## config.mk

```make
export PLATFORM = sky130hd
export DESIGN_NAME = smpacc_top
export DESIGN_NICKNAME = d
export VERILOG_FILES = /design/src/rtl/smpacc_pkg.sv /design/src/rtl/smpacc_clr_seq.sv /design/src/rtl/smpacc_counter.sv /design/src/rtl/smpacc_update.sv /design/src/rtl/smpacc_top.sv
export SDC_FILE = /design/constraint.sdc
export NUM_CORES = 1
export LEC_CHECK = 0
export CORE_MARGIN = 3
export CORE_UTILIZATION = 60
export CTS_CLUSTER_DIAMETER = 120
export DETAILED_ROUTE_END_ITERATION = 16
export DONT_BUFFER_PORTS = 1
export HOLD_SLACK_MARGIN = 0.06
export PLACE_DENSITY = 0.9
export SYNTH_ARGS = -nofsm -noshare
export SYNTH_HDL_FRONTEND = slang
export SYNTH_SLANG_ARGS = --single-unit
```

## constraint.sdc

```tcl
create_clock -name clk -period 3.66 [get_ports clk]
set_input_delay 0.183 -clock clk [delete_from_list [all_inputs] [get_ports clk]]
set_output_delay 0.183 -clock clk [all_outputs]
set_load 0.1 [all_outputs]
```

## src/rtl/smpacc_pkg.sv

```systemverilog
package smpacc_pkg;
   typedef enum logic [2:0] {
      MD_BYPASS  = 3'b000,
      MD_ACCUM   = 3'b001,
      MD_AVG     = 3'b010,
      MD_BURST   = 3'b011,
      MD_LOWPASS = 3'b100
   } smp_mode_e;

   function automatic logic is_avg_like(input logic [2:0] m);
      return (m == MD_AVG) || (m == MD_BURST);
   endfunction
endpackage

```

## src/rtl/smpacc_clr_seq.sv

```systemverilog
module smpacc_clr_seq #(
   parameter int CLR_CYCLES = 5
) (
   input  logic clk,
   input  logic rst_n,
   input  logic clr_req,
   output logic busy
);
   localparam int BW = (CLR_CYCLES < 2) ? 1 : $clog2(CLR_CYCLES + 1);

   generate
      if (CLR_CYCLES == 0) begin : g_instant
         assign busy = 1'b0;
      end else begin : g_timed
         logic [BW-1:0] left_q;
         always_ff @(posedge clk or negedge rst_n) begin
            if (!rst_n)                left_q <= '0;
            else if (clr_req)          left_q <= BW'(CLR_CYCLES);
            else if (left_q != '0)     left_q <= left_q - 1'b1;
         end
         assign busy = (left_q != '0);
      end
   endgenerate
endmodule

```

## src/rtl/smpacc_counter.sv

```systemverilog
module smpacc_counter #(
   parameter int CNT_W = 8
) (
   input  logic             clk,
   input  logic             rst_n,
   input  logic             clear,
   input  logic             step,
   input  logic             restart,
   output logic [CNT_W-1:0] cnt
);
   localparam logic [CNT_W-1:0] TOP = '1;

   always_ff @(posedge clk or negedge rst_n) begin
      if (!rst_n)              cnt <= '0;
      else if (clear)          cnt <= '0;
      else if (restart)        cnt <= CNT_W'(1);
      else if (step && cnt != TOP) cnt <= cnt + 1'b1;
   end
endmodule

```

## src/rtl/smpacc_update.sv

```systemverilog
module smpacc_update
   import smpacc_pkg::*;
#(
   parameter int ACC_W   = 16,
   parameter int RES_W   = 12,
   parameter int CNT_W   = 8,
   parameter int SHIFT_W = 3
) (
   input  logic [ACC_W-1:0]   acc,
   input  logic [RES_W-1:0]   sample,
   input  logic [2:0]         mode,
   input  logic [SHIFT_W-1:0] shift,
   input  logic [CNT_W-1:0]   cnt,
   input  logic [CNT_W-1:0]   rpt,
   output logic               active,
   output logic               restart,
   output logic               fire,
   output logic               carry,
   output logic [ACC_W-1:0]   acc_nxt
);
   localparam int EXT = ACC_W + 1;
   localparam logic [CNT_W-1:0] TOP = '1;

   logic [EXT-1:0] acc_x, smp_x, sum_x;
   logic [CNT_W-1:0] cnt_after;

   assign acc_x = {1'b0, acc};
   assign smp_x = EXT'(sample);

   always_comb begin
      active  = 1'b0;
      restart = 1'b0;
      sum_x   = acc_x;
      case (mode)
         MD_ACCUM: begin
            active = 1'b1;
            sum_x  = acc_x + (smp_x >> shift);
         end
         MD_AVG, MD_BURST: begin
            active  = 1'b1;
            restart = (cnt >= rpt);
            sum_x   = restart ? smp_x : acc_x + smp_x;
         end
         MD_LOWPASS: begin
            active = 1'b1;
            sum_x  = acc_x + smp_x - (acc_x >> shift);
         end
         default: ;
      endcase
   end

   assign carry     = active & sum_x[ACC_W];
   assign acc_nxt   = sum_x[ACC_W-1:0];
   assign cnt_after = restart ? CNT_W'(1) : ((cnt == TOP) ? cnt : cnt + 1'b1);
   assign fire      = active & (is_avg_like(mode) ? (cnt_after >= rpt) : 1'b1);
endmodule

```

## src/rtl/smpacc_top.sv

```systemverilog
module smpacc_top
   import smpacc_pkg::*;
#(
   parameter int ACC_W      = 16,
   parameter int RES_W      = 12,
   parameter int CNT_W      = 8,
   parameter int SHIFT_W    = 3,
   parameter int CLR_CYCLES = 5
) (
   input  logic               clk,
   input  logic               rst_n,
   input  logic               res_valid,
   input  logic [RES_W-1:0]   res_data,
   input  logic [2:0]         mode,
   input  logic [CNT_W-1:0]   rpt,
   input  logic [SHIFT_W-1:0] shift,
   input  logic               clr_req,
   output logic [ACC_W-1:0]   acc_out,
   output logic [CNT_W-1:0]   cnt_out,
   output logic [ACC_W-1:0]   result_out,
   output logic               thr_strobe,
   output logic               ovf,
   output logic               clr_busy
);
   if (ACC_W <= RES_W) begin : g_bad_width
      $error("ACC_W must exceed RES_W");
   end
   if (SHIFT_W < 1 || SHIFT_W > 4) begin : g_bad_shift
      $error("SHIFT_W out of range");
   end
   if (CNT_W < 2) begin : g_bad_cnt
      $error("CNT_W too small");
   end

   logic take, active, restart, fire, carry;
   logic [ACC_W-1:0] acc_q, acc_nxt;

   smpacc_clr_seq #(.CLR_CYCLES(CLR_CYCLES)) u_clr (
      .clk(clk), .rst_n(rst_n), .clr_req(clr_req), .busy(clr_busy));

   assign take = res_valid & ~clr_req & ~clr_busy;

   smpacc_update #(.ACC_W(ACC_W), .RES_W(RES_W), .CNT_W(CNT_W),
                   .SHIFT_W(SHIFT_W)) u_upd (
      .acc(acc_q), .sample(res_data), .mode(mode), .shift(shift),
      .cnt(cnt_out), .rpt(rpt), .active(active), .restart(restart),
      .fire(fire), .carry(carry), .acc_nxt(acc_nxt));

   smpacc_counter #(.CNT_W(CNT_W)) u_cnt (
      .clk(clk), .rst_n(rst_n), .clear(clr_req),
      .step(take & active), .restart(take & restart), .cnt(cnt_out));

   always_ff @(posedge clk or negedge rst_n) begin
      if (!rst_n) begin
         acc_q      <= '0;
         ovf        <= 1'b0;
         thr_strobe <= 1'b0;
      end else if (clr_req) begin
         acc_q      <= '0;
         ovf        <= 1'b0;
         thr_strobe <= 1'b0;
      end else begin
         thr_strobe <= take & fire;
         if (take & active) acc_q <= acc_nxt;
         if (take & carry)  ovf   <= 1'b1;
      end
   end

   logic signed [ACC_W-1:0] acc_s;
   assign acc_s   = acc_q;
   assign acc_out = acc_q;

   always_comb begin
      case (mode)
         MD_AVG, MD_BURST, MD_LOWPASS: result_out = ACC_W'(acc_s >>> shift);
         default:                      result_out = acc_q;
      endcase
   end
endmodule

```

==> out/qor.csv, run 1 <==
stage,metric,value,unit
timing,fin_ws,-0.07909,ns
job,drv_cap,0,
setup_path,cp.required,3.84,ns
power_and_ir_drop,swShare,45.79,%
logic_synthesis,netlist.area_leader.share,14.29,%
power_and_ir_drop,powerDensity,210.9,nW/µm²
die,core-area,8299,µm²
worst_hold_path,holdCritStartpoint,clr_req,
global_routing,gr-usage-met2,56.25,%
logic_synthesis,synth.largest_area_cell,ha_1,
setup_path,arrival,3.92,ns
power_and_ir_drop,design_power_total,1.265,mW
global_routing,met1_usage,42.58,%
die,fp.dieH,98.81,µm
power_and_ir_drop,power_switching,0.5793,mW
logic_synthesis,syn-cell-area,5167,µm²
logic_synthesis,syn_inst,664,
logic_synthesis,ys_seq_area_share,14.04,%
clock_tree,cts_buffer_depth,2,
setup_path,startpoint,acc_out[0]$_DFFE_PN0P_,
timing,finalSetupViolations,4,
clock_tree,cts_tree,built,
placed_design,place_congestion,1.028,
timing,maxClockFrequency,0.2674,GHz
timing,fin_setup_tns,-0.1904,ns
power_and_ir_drop,vdd_drop_max,0.1222,mV
timing,skew,0.01523,ns
placed_design,post-dp-hpwl,12.81,mm
global_routing,antenna_found_initial,0,
drt,num_vias,5826,
final_layout,antenna_cells,0,
worst_hold_path,hp-class,input port to flip-flop,
global_routing,grt_use_met3,8.139,%
timing,fin_crit_sh,102.2,%
timing,rsz0062_at_grt,true,
die,dieWidth,98.81,µm
power_and_ir_drop,clock_power_share,22.9,%
drt,ant_nets,0,
timing,slew_headroom,39.90,%
drt,drcViolationCount,0,
global_routing,grt_usage,34.38,%
timing,finalHoldViolations,0,
power_and_ir_drop,internal_power,0.6857,mW
clock_tree,clock_sinks,29,
global_routing,grt_pass1_wl,27.49,mm
global_routing,grt_pass1_vias,5606,
setup_path,rr_startpoint,acc_out[0]$_DFFE_PN0P_,
setup_path,cp-end-kind,flip-flop,
logic_synthesis,synth.distinct_cells,80,
die,fp-row-count,33,
logic_synthesis,synthFlopType,dfrtp_1,
drt,drt_wl_total,18.31,mm
power_and_ir_drop,pwr-share-seq,26.7,%
drt,vias_per_cell,7.175,
drt,first_pass_iters,6,
timing,fin_crit,3.739,ns
drt,wl_per_cell,22.55,µm
logic_synthesis,ys_warn_count,0,
setup_path,cp_max_fo,4,
final_layout,fillers,569,
logic_synthesis,syn-num-nets,756,
logic_synthesis,ys_async_sr_fraction,100.0,%
die,initial_core_util,62.26,%
logic_synthesis,synth-edff-count,0,
logic_synthesis,ys_ff_latch,29,
setup_path,startpoint_type,flip-flop,
global_routing,grt-busiest-layer,met2,
clock_tree,clock_latency,0.31,ns
clock_tree,cts_buffers,5,
power_and_ir_drop,leakage,2.799,nW
clock_tree,clkSlewWorstSetupHoldPaths,0.09,ns
clock_tree,h-tree-depth,2,
timing,drv_slew,0,
setup_path,critical_path_class,flip-flop to flip-flop,
power_and_ir_drop,power_frac_comb,50.4,%
final_layout,drive_above_1_share,24.05,%
logic_synthesis,synth_area_leaders,"ha_1 14%, dfrtp_1 14%, mux2i_1 7.0%",
drt,drt_iter0_markers,746,
global_routing,overflow,0,
final_layout,fin_nets,798,
die,boundaryPins,73,
logic_synthesis,avgSynthCellArea,7.782,µm²
die,die_area,9762,µm²
status,violations,setup timing,
global_routing,grt_max_degree,37,
timing,tightest_slew,0.9014,ns
clock_tree,cts_root_buf,clkbuf_8,
placed_design,io_buffer_count,0,
status,outcome,"complete, but fails checks",
final_layout,area_growth,16.08,%
## power groups by stage
stage,combinational [mW],sequential [mW],clock [mW]
final,0.638,0.337,0.290
after global routing,0.675,0.338,0.295
after CTS,0.586,0.337,0.278
after detailed placement,0.564,0.343,0
after global placement,0.543,0.343,0
after floorplan,0.442,0.360,0
## critical path: stages (launching register included)
cell	delay, ns
dfrtp_4	0.50
ha_4	0.18
fa_2	0.37
a21oi_4	0.17
o21ai_2	0.10
and2_4	0.20
a21oi_4	0.15
xnor2_2	0.14
ha_1	0.28
a21o_1	0.24
a31oi_4	0.23
nand2_1	0.11
o21ai_2	0.21
o21ai_2	0.09
o41ai_2	0.31
xor2_1	0.24
o211ai_2	0.09
## routing by layer
layer,share of wire (%),vias to the layer above
met3,12,141
met1,36,2669
li1,-,2543
met5,0,-
met4,5.6,0
met2,46,473
## timing repair
item	CTS	global route
pin swaps	1	18
setup endpoints to repair	3	8
buffers inserted	0	13
resized for setup	3	23
hold buffers	3	0
endpoints found under the hold margin	35	0
## state kept, by name, summed over array words and instances (netlist names)
register              count
ovf                       1
acc_out                  16
u_clr.g_timed.left_q      3
thr_strobe                1
u_cnt.cnt                 8
## final cells by class
| cell class | instances | area (µm²) | share of cell area [%] |
|---|---|---|---|
| Clock inverter | 2 | 10.01 | 0.1669 |
| Tap cell | 105 | 131.4 | 2.190 |
| Inverter | 20 | 75.07 | 1.252 |
| Timing Repair Buffer | 68 | 531.8 | 8.865 |
| Multi-Input combinational cell | 582 | 4419 | 73.68 |
| Clock buffer | 6 | 72.57 | 1.210 |
| Sequential cell | 29 | 758.2 | 12.64 |
## layout by cell type (no fill, tap or decap), drive strengths merged, types with 19 or more instances in the layout
master / synthesis / routed
a21oi: 63 / 63
buf: 10 / 66
dfrtp: 29 / 29
ha: 59 / 59
inv: 19 / 19
mux2i: 36 / 36
nand2: 39 / 39
nor2: 78 / 78
o21ai: 58 / 58
xnor2: 26 / 26
## kinds of logic (layout without fill, tap and decap cells)
group	after synthesis	count (layout)	share of synthesized area, %
AOI/OAI and AO/OA	222	222	29.40
and+or+nand+nor	208	208	19.95
adders and majority gates	62	62	15.45
buffers and inverters	53	96	4.407
muxes	49	49	9.806
xor gates and xnor gates	41	41	6.949
DFF	29	29	14.04
## metrics by stage
step	hold WS, ns	instances	area [µm²]	setup WS (ns)	utilization (%)
final	0.04275	812	5998	-0.07909	72.28
after global routing	0.06282	812	5998	-0.2195	72.28
after CTS	0.06036	799	5793	0.03871	69.80
after detailed placement	-0.1114	788	5655	-0.05895	68.14
after global placement	-0.1114	788	5655	0.07399	68.14
after floorplan	-0.1126	664	5231	-0.05693	-
## cell usage after synthesis (all sizes together) (2+ instances only)
cell    number
a21oi       63
a21o        16
nor3        12
xor2        15
nand2b       6
a221oi       5
a222oi       2
and3         9
nand3b      18
or3          3
a211o        2
and2        12
fa           3
inv         19
dfrtp       29
o22a         2
nor4         2
o21a         8
nor2b       10
mux2i       36
nand3       13
o211ai       4
o31a         4
or2          3
buf         10
o311a        2
o32a         2
o31ai        5
o22ai        9
mux2        13
nand2       39
o21ai       58
xnor2       26
nor2        78
a31oi       13
ha          59
a31o         3
a211oi      11
o41ai        2
clkbuf      23
## final timing paths
check                                                            to  slack, ns  depth (start not counted)
max in group asynchronous                    acc_out[0]$_DFFE_PN0P_       3.12                          2
min in group asynchronous                    acc_out[6]$_DFFE_PN0P_       0.33                          2
worst max-delay path                        acc_out[15]$_DFFE_PN0P_      -0.08                         16
worst max register to register              acc_out[15]$_DFFE_PN0P_      -0.08                         16
worst min-delay path                         acc_out[7]$_DFFE_PN0P_       0.04                          2
worst min register to register  u_clr.g_timed.left_q[2]$_DFFE_PN0P_       0.48                          1
(Power assumes the default switching activity.)
==> run 2: changes to the inputs <==
Settings changed: PLACE_DENSITY 0.9 to 0.79.
==> run 2 against run 1 <==
Against the previous run: the run now ends clean; clock power decreased by 2%; count of clock-buffer cells in the layout stayed put; final area fell by 1.3%; combinational power decreased by 3.8%; clock skew decreased by 0.0075 ns; maximum frequency increased by 2.6%; first-iteration DRC count down 27%; flip-flop and latch count did not move; non-clock buffer count down 4; register-to-register slack better by 0.09 ns; via count is 4.8% lower; core utilization decreased by 0.93 points; critical endpoint unchanged; largest cell class unchanged; highest routed layer unchanged.
==> out/qor.csv, run 2 (synthesis results as in run 1) <==
stage,metric,value,unit,change
final_layout,fillers,663,,was 569
global_routing,grt_usage,34.38,%,about the same
power_and_ir_drop,pwr-share-seq,27.3,%,was 26.7%
placed_design,dpl_cell_area,5655,µm²,unchanged
timing,rsz0062_at_grt,true,,unchanged
setup_path,critical_path_class,flip-flop to flip-flop,,unchanged
setup_path,startpoint,acc_out[0]$_DFFE_PN0P_,,unchanged
final_layout,post-route-util,71.34,%,was 72.28%
final_layout,layout_common_cells,"77 x nor2_1, 60 x buf_4, 56 x ha_1",,"was 75 x nor2_1, 64 x buf_4, 55 x ha_1"
timing,fin_crit,3.645,ns,was 3.739 ns
timing,slew_headroom,39.72,%,was 39.90%
power_and_ir_drop,leakage,2.746,nW,was 2.799 nW
clock_tree,cts_tree,built,,unchanged
final_layout,antenna_cells,0,,unchanged
drt,vias_per_cell,6.864,,was 7.175
global_routing,overflow,0,,unchanged
drt,drt_wl_total,17.06,mm,was 18.31 mm
global_routing,grt_pass1_vias,5427,,was 5606
final_layout,largest_reg_flops,16,,unchanged
clock_tree,h-tree-depth,2,,unchanged
power_and_ir_drop,clock_power_share,23.0,%,was 22.9%
power_and_ir_drop,powerDensity,208.6,nW/µm²,was 210.9 nW/µm²
timing,tightest_slew,0.8973,ns,was 0.9014 ns
global_routing,antenna_found_initial,0,,unchanged
placed_design,place_congestion,0.9725,,was 1.028
die,fp.dieH,98.81,µm,unchanged
die,die_area,9762,µm²,unchanged
timing,finalSetupViolations,0,,was 4
drt,num_vias,5546,,was 5826
setup_path,max_stage_delay,0.49,ns,was 0.50 ns
placed_design,post-dp-hpwl,12.67,mm,was 12.81 mm
drt,first_pass_iters,6,,unchanged
timing,skew,0.007733,ns,was 0.01523 ns
power_and_ir_drop,design_power_total,1.235,mW,was 1.265 mW
setup_path,cp-end-kind,flip-flop,,unchanged
setup_path,arrival,3.83,ns,was 3.92 ns
power_and_ir_drop,swShare,45.15,%,was 45.79%
clock_tree,cts_buffer_depth,2,,unchanged
power_and_ir_drop,power_frac_comb,49.7,%,was 50.4%
timing,maxClockFrequency,0.2744,GHz,was 0.2674 GHz
power_and_ir_drop,power_switching,0.5576,mW,was 0.5793 mW
die,boundaryPins,73,,unchanged
clock_tree,clock_sinks,29,,unchanged
timing,finalHoldViolations,0,,unchanged
job,drv_cap,0,,unchanged
worst_hold_path,holdCritStartpoint,clr_req,,unchanged
die,initial_core_util,62.26,%,unchanged
setup_path,crit_path_top_delay_cell,dfrtp_4,,unchanged
placed_design,io_buffer_count,0,,unchanged
power_and_ir_drop,vdd_drop_max,0.1242,mV,was 0.1222 mV
final_layout,final_common_cell,nor2_1,,unchanged
die,dieWidth,98.81,µm,unchanged
power_and_ir_drop,internal_power,0.6774,mW,was 0.6857 mW
final_layout,final_cell_area,5921,µm²,was 5998 µm²
setup_path,startpoint_type,flip-flop,,unchanged
final_layout,drive_above_1_share,22.62,%,was 24.05%
global_routing,grt_max_degree,37,,unchanged
final_layout,area_growth,14.58,%,was 16.08%
drt,drt_iter0_markers,546,,was 746
die,fp-row-count,33,,unchanged
global_routing,grt_pass1_wl,27.12,mm,was 27.49 mm
clock_tree,cts_root_buf,clkbuf_8,,unchanged
timing,drv_slew,0,,unchanged
timing,fin_crit_sh,99.58,%,was 102.2%
final_layout,fin_nets,794,,was 798
status,outcome,"finished, final reports clean",,"was complete, but fails checks"
setup_path,crit_path_cell_trace,ha_4 > fa_2 > a21oi_2 > buf_4 > o21ai_4 > and2_4 > a21oi_4 > xnor2_2 > ha_1 > a21o_1 > a31oi_4 > nand2_2 > o21ai_2 > o21ai_2 > o41ai_2 > xor2_1 > o211ai_2,,was ha_4 > fa_2 > a21oi_4 > o21ai_2 > and2_4 > a21oi_4 > xnor2_2 > ha_1 > a21o_1 > a31oi_4 > nand2_1 > o21ai_2 > o21ai_2 > o41ai_2 > xor2_1 > o211ai_2
setup_path,cp_max_fo,4,,unchanged
clock_tree,clock_latency,0.30,ns,was 0.31 ns
worst_hold_path,hp-class,input port to flip-flop,,unchanged
setup_path,rr_startpoint,acc_out[0]$_DFFE_PN0P_,,unchanged
drt,wl_per_cell,21.11,µm,was 22.55 µm
drt,ant_nets,0,,unchanged
drt,drcViolationCount,0,,unchanged
setup_path,cp_common_cell,o21ai_2,,unchanged
setup_path,cp.required,3.84,ns,about the same
die,core-area,8299,µm²,unchanged
clock_tree,cts_buffers,5,,unchanged
clock_tree,clkSlewWorstSetupHoldPaths,0.08,ns,was 0.09 ns
[run 2: worst paths after layout]
path	to	slack, ns	cells after the start
worst max register to register	acc_out[15]$_DFFE_PN0P_	0.02	17
min in group asynchronous	thr_strobe$_DFF_PN0_	0.35	2
worst max-delay path	acc_out[15]$_DFFE_PN0P_	0.02	17
max in group asynchronous	u_cnt.cnt[0]$_DFFE_PN0P_	3.11	2
worst min-delay path	acc_out[7]$_DFFE_PN0P_	0.06	2
worst min register to register	u_clr.g_timed.left_q[2]$_DFFE_PN0P_	0.49	1
[run 2: per-stage QoR]
stage | worst slack (ns) | hold slack, ns | cells | setup TNS [ns]
3_5_place_dp | 0.01303 | -0.1109 | 788 | 0
4_1_cts | 0.005292 | 0.06032 | 802 | 0
5_1_grt | -0.1524 | 0.06910 | 808 | -0.4811
2_1_floorplan | -0.05693 | -0.1126 | 664 | -0.05693
3_3_place_gp | 0.05110 | -0.1111 | 788 | 0
6_report | 0.01550 | 0.06034 | 808 | 0
[run 2: power by group through the flow]
stage	Combinational, mW	Clock [mW]	Sequential [mW]
after floorplan	0.442	0	0.360
after global placement	0.548	0	0.342
after detailed placement	0.564	0	0.343
after CTS	0.589	0.282	0.336
after global routing	0.655	0.298	0.337
final	0.614	0.285	0.337
[run 2: per-layer routing]
layer	vias up	global-route usage, %	part of all wire [%]
li1	2528	-	-
met4	0	15.44	3.5
met2	361	57.18	47
met1	2580	43.23	39
met5	-	0	0
met3	77	6.299	11
[run 2: final cells by class]
cell class              instances  area [µm²]  share of cell area [%]
multi-input cells             582        4372                   73.84
clock buffers                   6       72.57                   1.226
well taps                     105       131.4                   2.219
repair buffers                 64       501.7                   8.474
inverters                      20       75.07                   1.268
clock inverters                 2       10.01                  0.1691
flip-flops and latches         29       758.2                   12.81
[run 2: critical path: cells and delay by family (launching register included)]
family,cells,cell delay [ns]
AND/OR/NAND/NOR,2,0.25
flip-flops,1,0.49
AO/OA/AOI/OAI,9,1.52
buffers and inverters,1,0.14
adder cells (fa/ha/maj),3,0.84
XOR/XNOR,2,0.30
[run 2: repair_timing]
action                                  4_1_cts  5_1_grt
hold buffers                                  3        0
endpoints found under the setup margin        2        7
setup buffers                                 3        6
hold endpoints to repair                     36        0
pin swaps                                     5       15
resized for setup                             3       13
